===== config.mk =====
export PLATFORM = sky130hd
export DESIGN_NAME = irq_aggregator
export DESIGN_NICKNAME = d
export VERILOG_FILES = /design/src/rtl/irq_agg_pkg.sv /design/src/rtl/irq_btn_edge.sv /design/src/rtl/irq_mask_reg.sv /design/src/rtl/irq_status_reg.sv /design/src/rtl/irq_aggregator.sv
export SDC_FILE = /design/constraint.sdc
export NUM_CORES = 1
export LEC_CHECK = 0
export BUFFER_PORTS_ARGS = -buffer_cell sky130_fd_sc_hd__buf_2
export CORE_MARGIN = 8
export CORE_UTILIZATION = 25
export CTS_BUF_LIST = sky130_fd_sc_hd__clkbuf_8
export DETAILED_ROUTE_END_ITERATION = 7
export PLACE_DENSITY = 0.53
export SETUP_SLACK_MARGIN = 0.2
export SLEW_MARGIN = 20
export SYNTH_ARGS = -nofsm -noshare
export SYNTH_HDL_FRONTEND = slang
export SYNTH_SLANG_ARGS = --single-unit

===== constraint.sdc =====
create_clock -name clk -period 1.51 [get_ports clk]
set_clock_uncertainty 0.05 [all_clocks]
set_input_delay 0.2265 -clock clk [delete_from_list [all_inputs] [get_ports clk]]
set_output_delay 0.2265 -clock clk [all_outputs]
set_load 0.005 [all_outputs]

===== src/rtl/irq_agg_pkg.sv =====
package irq_agg_pkg;

    localparam int DATA_W = 8;
    localparam int ADDR_W = 3;
    localparam int STAT_W = 16;

    // status bit positions of the dedicated sources
    localparam int BIT_TICK  = 8;
    localparam int BIT_ALARM = 9;
    localparam int BIT_UERR  = 10;
    localparam int BIT_BTN   = 11;

    typedef enum logic [ADDR_W-1:0] {
        A_MASK_LO = 3'd0,
        A_MASK_HI = 3'd1,
        A_STAT_LO = 3'd2,
        A_STAT_HI = 3'd3,
        A_ACK_LO  = 3'd4,
        A_ACK_HI  = 3'd5
    } reg_addr_e;

    typedef struct packed {
        logic mask_lo;
        logic mask_hi;
        logic ack_lo;
        logic ack_hi;
    } wr_strobe_t;

    function automatic wr_strobe_t decode_wr(input logic we, input logic [ADDR_W-1:0] a);
        wr_strobe_t s;
        s.mask_lo = we && (a == A_MASK_LO);
        s.mask_hi = we && (a == A_MASK_HI);
        s.ack_lo  = we && (a == A_ACK_LO);
        s.ack_hi  = we && (a == A_ACK_HI);
        return s;
    endfunction

endpackage


===== src/rtl/irq_btn_edge.sv =====
module irq_btn_edge #(
    parameter int SYNC_STAGES = 2
) (
    input  logic clk,
    input  logic rst,
    input  logic level_i,
    output logic rise_o
);
    logic [SYNC_STAGES-1:0] sync_q;
    logic                   prev_q;

    generate
        if (SYNC_STAGES == 1) begin : g_one
            always_ff @(posedge clk) begin
                if (rst) sync_q <= '0;
                else     sync_q <= level_i;
            end
        end else begin : g_many
            always_ff @(posedge clk) begin
                if (rst) sync_q <= '0;
                else     sync_q <= {sync_q[SYNC_STAGES-2:0], level_i};
            end
        end
    endgenerate

    always_ff @(posedge clk) begin
        if (rst) prev_q <= 1'b0;
        else     prev_q <= sync_q[SYNC_STAGES-1];
    end

    assign rise_o = sync_q[SYNC_STAGES-1] & ~prev_q;

    // an edge indication lasts exactly one cycle
    p_edge_single_r7: assert property (@(posedge clk) disable iff (rst)
        rise_o |=> !rise_o);

endmodule


===== src/rtl/irq_mask_reg.sv =====
module irq_mask_reg #(
    parameter int W = 12
) (
    input  logic         clk,
    input  logic         rst,
    input  logic         wr_lo_i,
    input  logic         wr_hi_i,
    input  logic [7:0]   wdata_i,
    output logic [W-1:0] mask_o
);
    localparam int HI_W = W - 8;

    logic [W-1:0] mask_q, mask_d;

    always_comb begin
        mask_d = mask_q;
        if (wr_lo_i) mask_d[7:0]   = wdata_i;
        if (wr_hi_i) mask_d[W-1:8] = wdata_i[HI_W-1:0];
    end

    always_ff @(posedge clk) begin
        if (rst) mask_q <= '1;
        else     mask_q <= mask_d;
    end

    assign mask_o = mask_q;

    // reset leaves every implemented source masked
    p_mask_reset_r2: assert property (@(posedge clk)
        rst |=> (mask_q == {W{1'b1}}));
    // a low-lane write keeps the high lane
    p_lo_keeps_hi_r3: assert property (@(posedge clk) disable iff (rst)
        (wr_lo_i && !wr_hi_i) |=> (mask_q[W-1:8] == $past(mask_q[W-1:8])));
    // a high-lane write keeps the low lane
    p_hi_keeps_lo_r3: assert property (@(posedge clk) disable iff (rst)
        (wr_hi_i && !wr_lo_i) |=> (mask_q[7:0] == $past(mask_q[7:0])));

endmodule


===== src/rtl/irq_status_reg.sv =====
module irq_status_reg #(
    parameter int W = 12
) (
    input  logic         clk,
    input  logic         rst,
    input  logic [W-1:0] set_i,
    input  logic [W-1:0] clr_i,
    output logic [W-1:0] status_o
);
    logic [W-1:0] status_q;

    // set has priority over clear, bit by bit
    always_ff @(posedge clk) begin
        if (rst) status_q <= '0;
        else     status_q <= (status_q & ~clr_i) | set_i;
    end

    assign status_o = status_q;

    // reset clears status
    p_stat_reset_r2: assert property (@(posedge clk)
        rst |=> (status_q == '0));
    // every raised event is present the next cycle, acknowledged or not
    p_set_wins_r5: assert property (@(posedge clk) disable iff (rst)
        (set_i != '0) |=> ((status_q & $past(set_i)) == $past(set_i)));
    // acknowledged bits without a new event are gone the next cycle
    p_ack_clears_r4: assert property (@(posedge clk) disable iff (rst)
        (clr_i != '0) |=> ((status_q & $past(clr_i & ~set_i)) == '0));
    // with no event and no acknowledge the status holds
    p_status_hold_r9: assert property (@(posedge clk) disable iff (rst)
        (set_i == '0 && clr_i == '0) |=> $stable(status_q));

endmodule


===== src/rtl/irq_aggregator.sv =====
module irq_aggregator
    import irq_agg_pkg::*;
#(
    parameter int IMPL_W      = 12,
    parameter int SYNC_STAGES = 2
) (
    input  logic              clk,
    input  logic              rst,
    input  logic              wr_en_i,
    input  logic [ADDR_W-1:0] addr_i,
    input  logic [DATA_W-1:0] wdata_i,
    output logic [DATA_W-1:0] rdata_o,
    input  logic [7:0]        evt_i,
    input  logic              tick_i,
    input  logic              alarm_i,
    input  logic              upd_err_i,
    input  logic              button_i,
    output logic              irq_o
);
    localparam int HI_W  = IMPL_W - 8;
    localparam int PAD_W = STAT_W - IMPL_W;

    wr_strobe_t  strobe;
    logic        btn_rise;
    logic [IMPL_W-1:0] set_vec, clr_vec, status, mask;
    logic [STAT_W-1:0] status16, mask16;

    assign strobe = decode_wr(wr_en_i, addr_i);

    irq_btn_edge #(.SYNC_STAGES(SYNC_STAGES)) u_btn (
        .clk     (clk),
        .rst     (rst),
        .level_i (button_i),
        .rise_o  (btn_rise)
    );

    always_comb begin
        set_vec            = '0;
        set_vec[7:0]       = evt_i;
        set_vec[BIT_TICK]  = tick_i;
        set_vec[BIT_ALARM] = alarm_i;
        set_vec[BIT_UERR]  = upd_err_i;
        set_vec[BIT_BTN]   = btn_rise;
    end

    always_comb begin
        clr_vec = '0;
        if (strobe.ack_lo) clr_vec[7:0]        = wdata_i;
        if (strobe.ack_hi) clr_vec[IMPL_W-1:8] = wdata_i[HI_W-1:0];
    end

    irq_status_reg #(.W(IMPL_W)) u_status (
        .clk      (clk),
        .rst      (rst),
        .set_i    (set_vec),
        .clr_i    (clr_vec),
        .status_o (status)
    );

    irq_mask_reg #(.W(IMPL_W)) u_mask (
        .clk     (clk),
        .rst     (rst),
        .wr_lo_i (strobe.mask_lo),
        .wr_hi_i (strobe.mask_hi),
        .wdata_i (wdata_i),
        .mask_o  (mask)
    );

    assign status16 = {{PAD_W{1'b0}}, status};
    assign mask16   = {{PAD_W{1'b0}}, mask};

    always_comb begin
        case (addr_i)
            A_MASK_LO: rdata_o = mask16[7:0];
            A_MASK_HI: rdata_o = mask16[15:8];
            A_STAT_LO: rdata_o = status16[7:0];
            A_STAT_HI: rdata_o = status16[15:8];
            default:   rdata_o = '0;
        endcase
    end

    assign irq_o = |(status & ~mask);

    // a fully masked status never requests
    p_masked_quiet_r1: assert property (@(posedge clk) disable iff (rst)
        ((status & ~mask) == '0) |-> !irq_o);
    // acknowledge addresses read as zero
    p_ack_reads_zero_r8: assert property (@(posedge clk) disable iff (rst)
        (addr_i == A_ACK_LO || addr_i == A_ACK_HI) |-> (rdata_o == '0));

endmodule


# --- Word-level counts from Yosys, hierarchy flattened ---
# Cells that the tools add are included.
totals:
  reg_bits: 27
  latchBits: 0
  ram_bits: 0
  romBits: 0
  out_inout_bits: 9
  memories: 0
classes:
  add_sub_neg: 0
  multipliers: 0
  div: 0
  magnitude_cmp: 0
  n_eq_ne: 5
  shift: 0
  muxes: 3
  bitwise_logic: 7
  n_reduce_logical: 6
op_table:
  columns: ["operator", "count"]
  rows:
  - ["8-bit one-hot mux with 4 select lines", 1]
  - ["12-bit bitwise AND", 2]
  - ["12-bit inverter", 2]
  - ["12-bit OR", 1]
  - ["12-bit OR reduction", 1]
  - ["8-bit 2-to-1 mux", 1]
  - ["3-bit by 2-bit equality test with 1-bit output, second input constant", 2]
  - ["3-bit equality test, second input constant", 2]
  - ["1-bit logical AND", 4]
  - ["4-bit 2-to-1 mux", 1]
  - ["3-bit by 1-bit equality test with 1-bit output, second input constant", 1]
  - ["3-bit zero test", 1]
  - ["1-bit bitwise AND", 1]
  - ["1-bit inverter", 1]

# --- Longest topological paths before layout ---
# Gate-level depths: netlist (run 1).
depth:
  depth_word: 6
  depth_mapped: 5
  mapped_depth_nobuf: 3

# --- Modules after synthesis ---
# A second synthesis (run 1) with hierarchy kept.
unflattened:
  hier_cells: 145
  area_unflattened_um2: 1426.4
by_module_without_submodules:
  columns: ["module", "instances", "cells_each", "area_each_um2", "seq_area_each_um2"]
  rows:
  - ["irq_status_reg", 1, 49, 469.2, 240.2]
  - ["irq_mask_reg", 1, 38, 444.2, 240.2]
  - ["irq_aggregator", 1, 51, 425.4, 0.0]
  - ["irq_btn_edge", 1, 7, 87.6, 60.1]

# --- Worst setup path before layout (run 1) ---
# No wires, ideal clock.
synth_path:
  path_type: "input -> output"
  start: "in addr_i[1]"
  end: "out rdata_o[3]"
  arrival_time_ns: 0.982
  t_required_ns: 1.233
  setup_slack_ns: 0.251
  stages: 3
  path_buffers: 1
  path_cell_list: "buf_6 mux4_2 nor2b_1"
synth_via:
  elab_chain_len: 2
  word_cells_on_any_way: 5
  classes_between: "3 x eq/ne; 1 x mux; 1 x reduce/logical"
synth_rtl:
  columns: ["item", "line", "source"]
  rows:
  - ["start: declaration", "irq_aggregator.sv:10", "input logic [ADDR_W-1:0] addr_i,"]
  - ["3-bit by 2-bit equality test with 1-bit output (tied with other cells)", "irq_aggregator.sv:73", "case (addr_i)"]
  - ["8-bit one-hot mux with 4 select lines *", "irq_aggregator.sv:73", null]
  - ["end: declaration", "irq_aggregator.sv:12", "output logic [DATA_W-1:0] rdata_o,"]
# Every way passes the cells marked *; elsewhere a longest branch is shown, timed or not.

# --- Worst setup path in the final report (run 1) ---
layout_path:
  start: "reg u_status.status_q[3], in the netlist u_status.status_o[3]"
  end: "out irq_o"
layout_via:
  elab_chain_len: 2
layout_rtl:
  columns: ["item", "line", "source"]
  rows:
  - ["start: declaration", "irq_status_reg.sv:10", "logic [W-1:0] status_q;"]
  - ["start signal: assignment", "irq_status_reg.sv:15", "else status_q <= (status_q & ~clr_i) | set_i;"]
  - ["12-bit bitwise AND", "irq_aggregator.sv:82", "assign irq_o = |(status & ~mask);"]
  - ["12-bit OR reduction", "irq_aggregator.sv:82", null]
  - ["end: declaration", "irq_aggregator.sv:18", "output logic irq_o"]
# Every way passes these cells.

==> results.toml, run 1 <==
[synth]
synth_cell_type_count = 25
synth_cells = 138
yosysTopAreaCell = "dfxtp_1"
async_flop_share = 0
yosysWarningCount = 0
syn_nets = 164
netlist_top_cells_area = "dfxtp_1 (41%), mux2i_1 (7.6%), nor2b_1 (7.6%)"
synth_edf_count = 0
syn_area_mm2 = 0.00132
ys_seq_elements = 27
synth_ff_type = "dfxtp_1"
synth_area_per_cell_um2 = 9.54
synth_seq_area_share = 0.411
synth_top_area_frac = 0.411

[layout]
finalNetCount = 205
antenna_cells = 0
most-common-layout-cells = "buf_2 (33), inv_1 (12), nand2_1 (12), dfxtp_1 (12), dfxtp_2 (11)"
fillCellCount = 560
drive_gt1_frac = 0.444
postLayoutCoreUtil = 0.352
final_common_cell = "buf_2"
syn_to_final_growth_pct = 36.6

[clock_tree]
cts-root-buf = "clkbuf_8"
clock_path_buffers = 2
post-cts-setup-buffers = 0
clock_latency_ns = 0.27
cts_made_buffers = 3
cts.clk_slew.worst_paths_ns = 0.09
clock-sinks = 27
cts_tree = "done"
h-tree-depth = 1

[floorplan]
start_util = 0.258
placementRows = 26
pin_count = 35
dieArea_mm2 = 0.00784
die_x_um = 88.6
die-height_um = 88.6
core-area_mm2 = 0.00511

[detailed_routing]
vias = 1106
drt-met1-wl_mm = 1.64
met2WireLength_mm = 1.68
antenna_left = 0
drt_first_pass_iters = 4
drtIter0Drc = 46
routed_via_density = 4.46
top_layer = "met4"
drc = 0
wl_per_cell_um = 14.1
met3_length_um = 147
wirelength_mm = 3.50

[timing]
fmax_ghz = 0.609
setup_viol = 5
timing.final.crit_share = 1.09
whs_ns = 0.102
maxSlewViolCount = 0
tightestPinTransition_ns = 0.430
fin_crit_ns = 1.64
setup_slack_ns = -0.133
hold_viol_final = 0
slew_headroom = 0.713
rsz0062_at_grt = "true"

[power]
power.leakage_nw = 0.766
power.density_mw_per_mm2 = 796
peakVddDrop_mv = 0.314

[job]
max-cap-violations = 0

[placed_design]
place_hpwl_mm = 2.76
numPortBuffers = 34
gp_congestion = 0.750
dp_slack_ns = 0.0412

[worst_setup_path]
start_kind = "flip-flop"
critPathCaptureType = "output pin"
arrival_ns = 1.37
path_max_fanout = 3
setup.worst_path.class = "flip-flop to output pin"
crit_required_ns = 1.23

[status]
run_status = "finished, violations left"
violations = "negative setup slack"

[grt]
overflow = 0
grt_use_total = 0.0946
grt_pass1_wl_mm = 5.72
grt_pass1_vias = 1166
grt_start_max_net_pins = 16
antenna_found_initial = 0

[min_path]
hold_path_class = "input port to flip-flop"
path summary, 6_finish.rpt:
kind | startpoint | endpoint | slack, ns | depth (start not counted)
setup / recovery | u_status.status_o[3]$_SDFF_PP0_ | irq_o | -0.13 | 4
hold / removal | wdata_i[5] | u_status.status_o[5]$_SDFF_PP0_ | 0.10 | 2
setup reg to reg | u_status.status_o[7]$_SDFF_PP0_ | u_status.status_o[7]$_SDFF_PP0_ | 0.69 | 3
hold reg to reg | u_btn.sync_q[0]$_SDFF_PP0_ | u_btn.sync_q[1]$_SDFF_PP0_ | 0.40 | 1
area by class of cell:
cell class	count	area [um2]	area share
multi-input combinational	91	769	0.428
sequential	27	569	0.317
tap	70	87.6	0.0487
clock buffer	3	41.3	0.0230
inverter	12	45.0	0.0251
timing repair buffer	44	280	0.156
clock inverter	1	5.00	0.00278
worst max-delay path: stages (launching register included):
cell and delay, ns:
dfxtp_2 0.35, nor2b_4 0.13, a2111oi_4 0.32, nand3_1 0.15, buf_2 0.15
per-stage QoR:
step	std cells	TNS, ns	area [um2]	power, mW
4_1_cts	248	-0.541	1720	1.44
3_3_place_gp	244	0	1610	1.01
2_1_floorplan	138	0	1320	0.908
6_report	248	-0.534	1800	1.43
3_5_place_dp	244	0	1610	1.02
5_1_grt	248	-0.761	1800	1.51
metal layers:
metal	GRT usage	vias up
met3	0.0204	4
met1	0.116	518
met2	0.160	22
met4	0.0276	0
li1	-	562
met5	0	-
cell usage after synthesis (all sizes together), types with 3 or more instances:
cell	n
clkbuf	3
nor2	10
nand3	4
nor2b	16
mux2i	10
a2111oi	3
nor3b	3
a311oi	7
nand2b	4
dfxtp	27
inv	12
nor3	7
buf	5
mux4	4
o211ai	3
nand2	12
power breakdown:
part	total, mW	leakage [nW]	internal, mW	switching (mW)
registers	0.777	0.225	0.748	0.0290
clock network	0.405	0.0255	0.185	0.220
logic	0.249	0.516	0.140	0.109
flip-flops by register name, summed over array words and instances (netlist names):
| signal | count |
|---|---|
| u_mask.mask_o | 12 |
| u_status.status_o | 12 |
| u_btn.prev_q | 1 |
| u_btn.sync_q | 2 |
logic make-up after synthesis:
group	after synthesis	share of synthesized area
AO/OA/AOI/OAI	17	0.103
buffers and inverters	20	0.0817
flip-flops	27	0.411
multiplexers	14	0.144
AND/OR/NAND/NOR	60	0.260
what timing repair did:
| item | in CTS | in global routing |
|---|---|---|
| pin swaps | 3 | 4 |
| hold buffers | 0 | 0 |
| gates resized for setup | 22 | 19 |
| setup endpoints to repair | 6 | 9 |
Note: power is estimated with default switching activity, not from simulation.
==> run 2, diff against run 1 <==
Settings changed: ABC_AREA set to 1, GPL_TIMING_DRIVEN set to 0.
==> run 2 against run 1 <==
The run now ends clean. Clock power is essentially flat. Worst hold slack got worse by 0.0035 ns. Core utilization shrank 1.1 points. Critical path depth is 2 higher. Setup slack gained 0.25 ns. Via count up 26%. Die area is 2.0% higher. Critical endpoint unchanged. Sequential power hardly changed. First-iteration DRC count up 130%. Power up 0.48%. Sequential cell count did not move.
==> results.toml, run 2 <==
[worst_setup_path]
arrival_ns = 1.11
start_kind = "flip-flop"
path_max_fanout = 2
crit_slowest_cell = "dfxtp_2"
crit_family = "flip-flops"
critPathCaptureType = "output pin"
max_stage_delay_ns = 0.34
setup.worst_path.class = "flip-flop to output pin"
crit_required_ns = 1.23
path_cells = "inv_1, nand2_1, o21ai_1, nor2_1, nand3_1, buf_2"
path_buf_inv = 2

[grt]
grt_pass1_vias = 1325
grt_start_max_net_pins = 15
overflow = 0
grt_use_total = 0.103
antenna_found_initial = 0
grt_pass1_wl_mm = 6.33

[clock_tree]
clock_path_buffers = 2
clock_latency_ns = 0.27
cts.clk_slew.worst_paths_ns = 0.09
cts_made_buffers = 3
cts_tree = "done"
h-tree-depth = 1
ctsHoldBuffers = 0
clock-sinks = 27
cts-root-buf = "clkbuf_8"

[detailed_routing]
routed_via_density = 4.48
wirelength_mm = 3.89
vias = 1390
wl_per_cell_um = 12.5
drc = 0
drtIter0Drc = 104
drt_first_pass_iters = 4
antenna_left = 0

[floorplan]
core-area_mm2 = 0.00517
pin_count = 35
placementRows = 26
start_util = 0.261
die-height_um = 89.5
dieArea_mm2 = 0.00800
die_x_um = 89.5

[layout]
syn_to_final_growth_pct = 30.6
most-common-layout-cells = "nand2_1 (59), buf_2 (31), inv_1 (29), nand3_1 (29), dfxtp_1 (16)"
antenna_cells = 0
finalNetCount = 267
drive_gt1_frac = 0.292
postLayoutCoreUtil = 0.341
final_common_cell = "nand2_1"

[synth]
netlist_top_cells_area = "dfxtp_1 (40%), nand2_1 (17%), nand3_1 (11%)"
yosysMostFrequentCell = "nand2_1"
syn_nets = 222
syn_area_mm2 = 0.00135
synth_top_area_frac = 0.401
yosysWarningCount = 0
synth_seq_area_share = 0.401
synth_cells = 196
synth_edf_count = 0
synth_area_per_cell_um2 = 6.88
synth_cell_type_count = 17
yosysTopAreaCell = "dfxtp_1"
ys_seq_elements = 27
synth_ff_type = "dfxtp_1"
async_flop_share = 0
synth_common_cells = "nand2_1 (61), inv_1 (30), nand3_1 (29), dfxtp_1 (27), a21oi_1 (11)"

[placed_design]
place_hpwl_mm = 2.92
numPortBuffers = 32
dp_slack_ns = 0.00571
gp_congestion = 0.752

[timing]
setup_viol = 0
fmax_ghz = 0.720
tightestPinTransition_ns = 0.529
rsz0062_at_grt = "true"
timing.final.crit_share = 0.920
fin_crit_ns = 1.39
slew_headroom = 0.647
setup_slack_ns = 0.120
hold_viol_final = 0
maxSlewViolCount = 0

[power]
clock_power_share = 0.284
power.leakage_nw = 0.937
combPwrFrac = 0.175
p_switching_mw = 0.394
seqPwrFrac = 0.541
peakVddDrop_mv = 0.437
power.internal_mw = 1.04
swShare = 0.274
power.density_mw_per_mm2 = 816

[job]
max-cap-violations = 0

[min_path]
hold_path_class = "input port to flip-flop"

[status]
run_status = "finished, final reports clean"
-- run 2: power by group through the flow --
stage	combinational (mW)	clock, mW	sequential, mW
4_1_cts	0.247	0.426	0.775
6_report	0.252	0.408	0.777
3_3_place_gp	0.224	0	0.791
2_1_floorplan	0.130	0	0.784
3_5_place_dp	0.226	0	0.791
5_1_grt	0.286	0.442	0.784
-- run 2: cell families (layout without fill, tap and decap cells) --
family	Yosys count	in the layout	share of synthesized area
AO/OA/AOI/OAI	20	20	0.0742
buffers and inverters	38	82	0.124
AND/OR/NAND/NOR	111	111	0.401
flip-flops	27	27	0.401
-- run 2: timing repair --
action / in CTS / in global routing
gates resized for setup: 12 / 15
setup endpoints to repair: 9 / 9
setup buffers: 6 / 2
pin swaps: 7 / 10
-- run 2: final cells by class --
| type | instances | area [um2] |
|---|---|---|
| buffer | 5 | 45.0 |
| clock buffer | 3 | 41.3 |
| clock inverter | 1 | 3.75 |
| fill | 589 | 3410 |
| inverter | 33 | 131 |
| multi-input combinational | 131 | 659 |
| sequential | 27 | 554 |
| tap | 70 | 87.6 |
| timing repair buffer | 40 | 239 |
-- run 2: through the flow --
stage,total power [mW],hold WS (ns),area [um2],setup TNS (ns),instances
global placement,1.01,0.340,1600,-0.0126,298
floorplan,0.914,0.246,1350,0,196
detailed placement,1.02,0.345,1600,0,298
global route,1.51,0.117,1760,0,310
finish,1.44,0.0981,1760,0,310
CTS,1.45,0.0931,1710,0,308
-- run 2: path summary, 6_finish.rpt --
kind / startpoint / to / slack [ns] / depth (start not counted)
worst max-delay path: u_mask.mask_o[10]$_SDFFE_PP1P_ / irq_o / 0.12 / 6
worst min-delay path: button_i / u_btn.sync_q[0]$_SDFF_PP0_ / 0.1 / 3
worst max register to register: u_mask.mask_o[10]$_SDFFE_PP1P_ / u_mask.mask_o[10]$_SDFFE_PP1P_ / 0.77 / 3
worst min register to register: u_btn.sync_q[0]$_SDFF_PP0_ / u_btn.sync_q[1]$_SDFF_PP0_ / 0.36 / 2
-- run 2: per-layer routing --
metal | global-route usage | part of all wire
met1 | 0.128 | 0.43
met2 | 0.172 | 0.49
met4 | 0.0181 | 0.0049
met3 | 0.0322 | 0.078
met5 | 0 | 0
-- run 2: worst reg2reg max path, stage by stage, from the launching register on --
cell and delay [ns]:
dfxtp_2 0.33, buf_4 0.13, nand2_1 0.05, nand3_1 0.05
==> run 3, diff against run 2 <==
Settings changed: ABC_AREA 1 to not set.
==> run 3 against run 2 <==
The run now ends with negative setup slack left. Maximum frequency shrank 14%. Core utilization fell by 0.47 points. Sequential cell count stayed put. Critical path type unchanged. Critical endpoint is now rdata_o[0]. Largest cell class unchanged. Largest power group unchanged.
==> results.toml, run 3 (same netlist as run 1, synthesis figures left out) <==
[status]
run_status = "finished, violations left"
violations = "negative setup slack"

[power]
power.leakage_nw = 0.726
combPwrFrac = 0.161
power.density_mw_per_mm2 = 822
seqPwrFrac = 0.553
clock_power_share = 0.286
power.internal_mw = 1.06
total_power_mw = 1.41
swShare = 0.250
peakVddDrop_mv = 0.328
p_switching_mw = 0.353

[floorplan]
die-height_um = 88.6
dieArea_mm2 = 0.00784
die_x_um = 88.6
start_util = 0.258
core-area_mm2 = 0.00511
placementRows = 26
pin_count = 35

[layout]
drive_gt1_frac = 0.415
syn_to_final_growth_pct = 30.3
seq_area_um2 = 563
antenna_cells = 0
multi_input_comb_area_um2 = 742
final_common_cell = "buf_2"
postLayoutCoreUtil = 0.336
fillCellCount = 552
finalNetCount = 203
most-common-layout-cells = "buf_2 (35), dfxtp_2 (15), inv_1 (13), nor2b_1 (12), nand2_1 (12)"

[clock_tree]
ctsHoldBuffers = 0
clock-sinks = 27
h-tree-depth = 1
cts_made_buffers = 3
cts-root-buf = "clkbuf_8"
cts.clk_slew.worst_paths_ns = 0.09
clock_latency_ns = 0.27
post-cts-setup-buffers = 0
clock_path_buffers = 2
cts_tree = "done"

[min_path]
hold_path_class = "input port to flip-flop"

[timing]
whs_ns = 0.0978
setup_slack_ns = -0.114
hold_viol_final = 0
fin_crit_ns = 1.62
setup_viol = 5
timing.final.crit_share = 1.08
slew_headroom = 0.625
fmax_ghz = 0.616
maxSlewViolCount = 0
tns_ns = -0.475
rsz0062_at_grt = "true"
tightestPinTransition_ns = 0.562

[grt]
grt_start_max_net_pins = 15
grt_pass1_vias = 1096
overflow = 0
antenna_found_initial = 0
grt_pass1_wl_mm = 5.46
grt_use_total = 0.0912

[worst_setup_path]
path_max_fanout = 3
arrival_ns = 1.35
critPathCaptureType = "output pin"
start_kind = "flip-flop"
crit_required_ns = 1.23
setup.worst_path.class = "flip-flop to output pin"

[detailed_routing]
antenna_left = 0
wirelength_mm = 3.53
drtIter0Drc = 41
vias = 1116
drt_first_pass_iters = 4
routed_via_density = 4.54
drc = 0
wl_per_cell_um = 14.4

[job]
max-cap-violations = 0

[placed_design]
place_hpwl_mm = 2.63
gp_congestion = 0.777
numPortBuffers = 34
==> run 3: cell count changes in the layout (fill, tap and decap cells not counted), sizes merged, moves of 6 or more <==
| cell | previous run | this run |
|---|---|---|
| nand2 | 63 | 12 |
| a21oi | 11 | 1 |
| a311oi | 0 | 7 |
| nand3 | 29 | 4 |
| nand4 | 8 | 0 |
| o21ai | 9 | 1 |
| nor2b | 0 | 16 |
| nor3 | 1 | 7 |
| inv | 34 | 13 |
| mux2i | 0 | 10 |
==> run 3: worst max-delay path, cell delays in order (launching register included) <==
cell and delay, ns:
dfxtp_2 0.35, mux4_2 0.46, nor2b_1 0.14, buf_2 0.12
==> run 3: metrics by stage <==
stage	std cells	setup slack, ns	instance area, um2
after global routing	246	-0.151	1720
after global placement	242	-0.0440	1570
after detailed placement	242	-0.0510	1570
after floorplan	138	0.251	1320
after CTS	246	-0.119	1690
final	246	-0.114	1720
==> run 3: power groups by stage <==
stage	clock network [mW]	logic [mW]	registers, mW
after floorplan	0	0.129	0.779
after global placement	0	0.215	0.788
after detailed placement	0	0.217	0.788
after CTS	0.421	0.230	0.779
after global routing	0.449	0.250	0.784
final	0.403	0.226	0.780
==> run 3: final cells by class <==
type	count	share of cell area
timing repair buffer	34	0.0992
multi-input combinational	91	0.433
clock buffer	3	0.0241
clock inverter	1	0.00219
tap	70	0.0511
inverter	12	0.0263
sequential	27	0.328
buffer	8	0.0365
==> run 3: metal layers <==
metal	part of all wire	global-route usage	vias to the layer above
met4	0.0088	0.0276	0
li1	-	-	557
met1	0.45	0.112	529
met5	0	0	-
met3	0.060	0.0260	4
met2	0.48	0.150	26
==> run 3: repair_timing <==
item	CTS	global route
pin swaps	4	1
setup endpoints to repair	6	9
gates resized for setup	26	7
==> run 3: path summary, 6_finish.rpt <==
kind	start	end	slack [ns]	cells past startpoint
min	wdata_i[6]	u_status.status_o[6]$_SDFF_PP0_	0.1	2
max reg2reg	u_status.status_o[0]$_SDFF_PP0_	u_status.status_o[0]$_SDFF_PP0_	0.72	2
min reg2reg	u_btn.sync_q[0]$_SDFF_PP0_	u_btn.sync_q[1]$_SDFF_PP0_	0.39	1
max	u_status.status_o[0]$_SDFF_PP0_	rdata_o[0]	-0.11	3
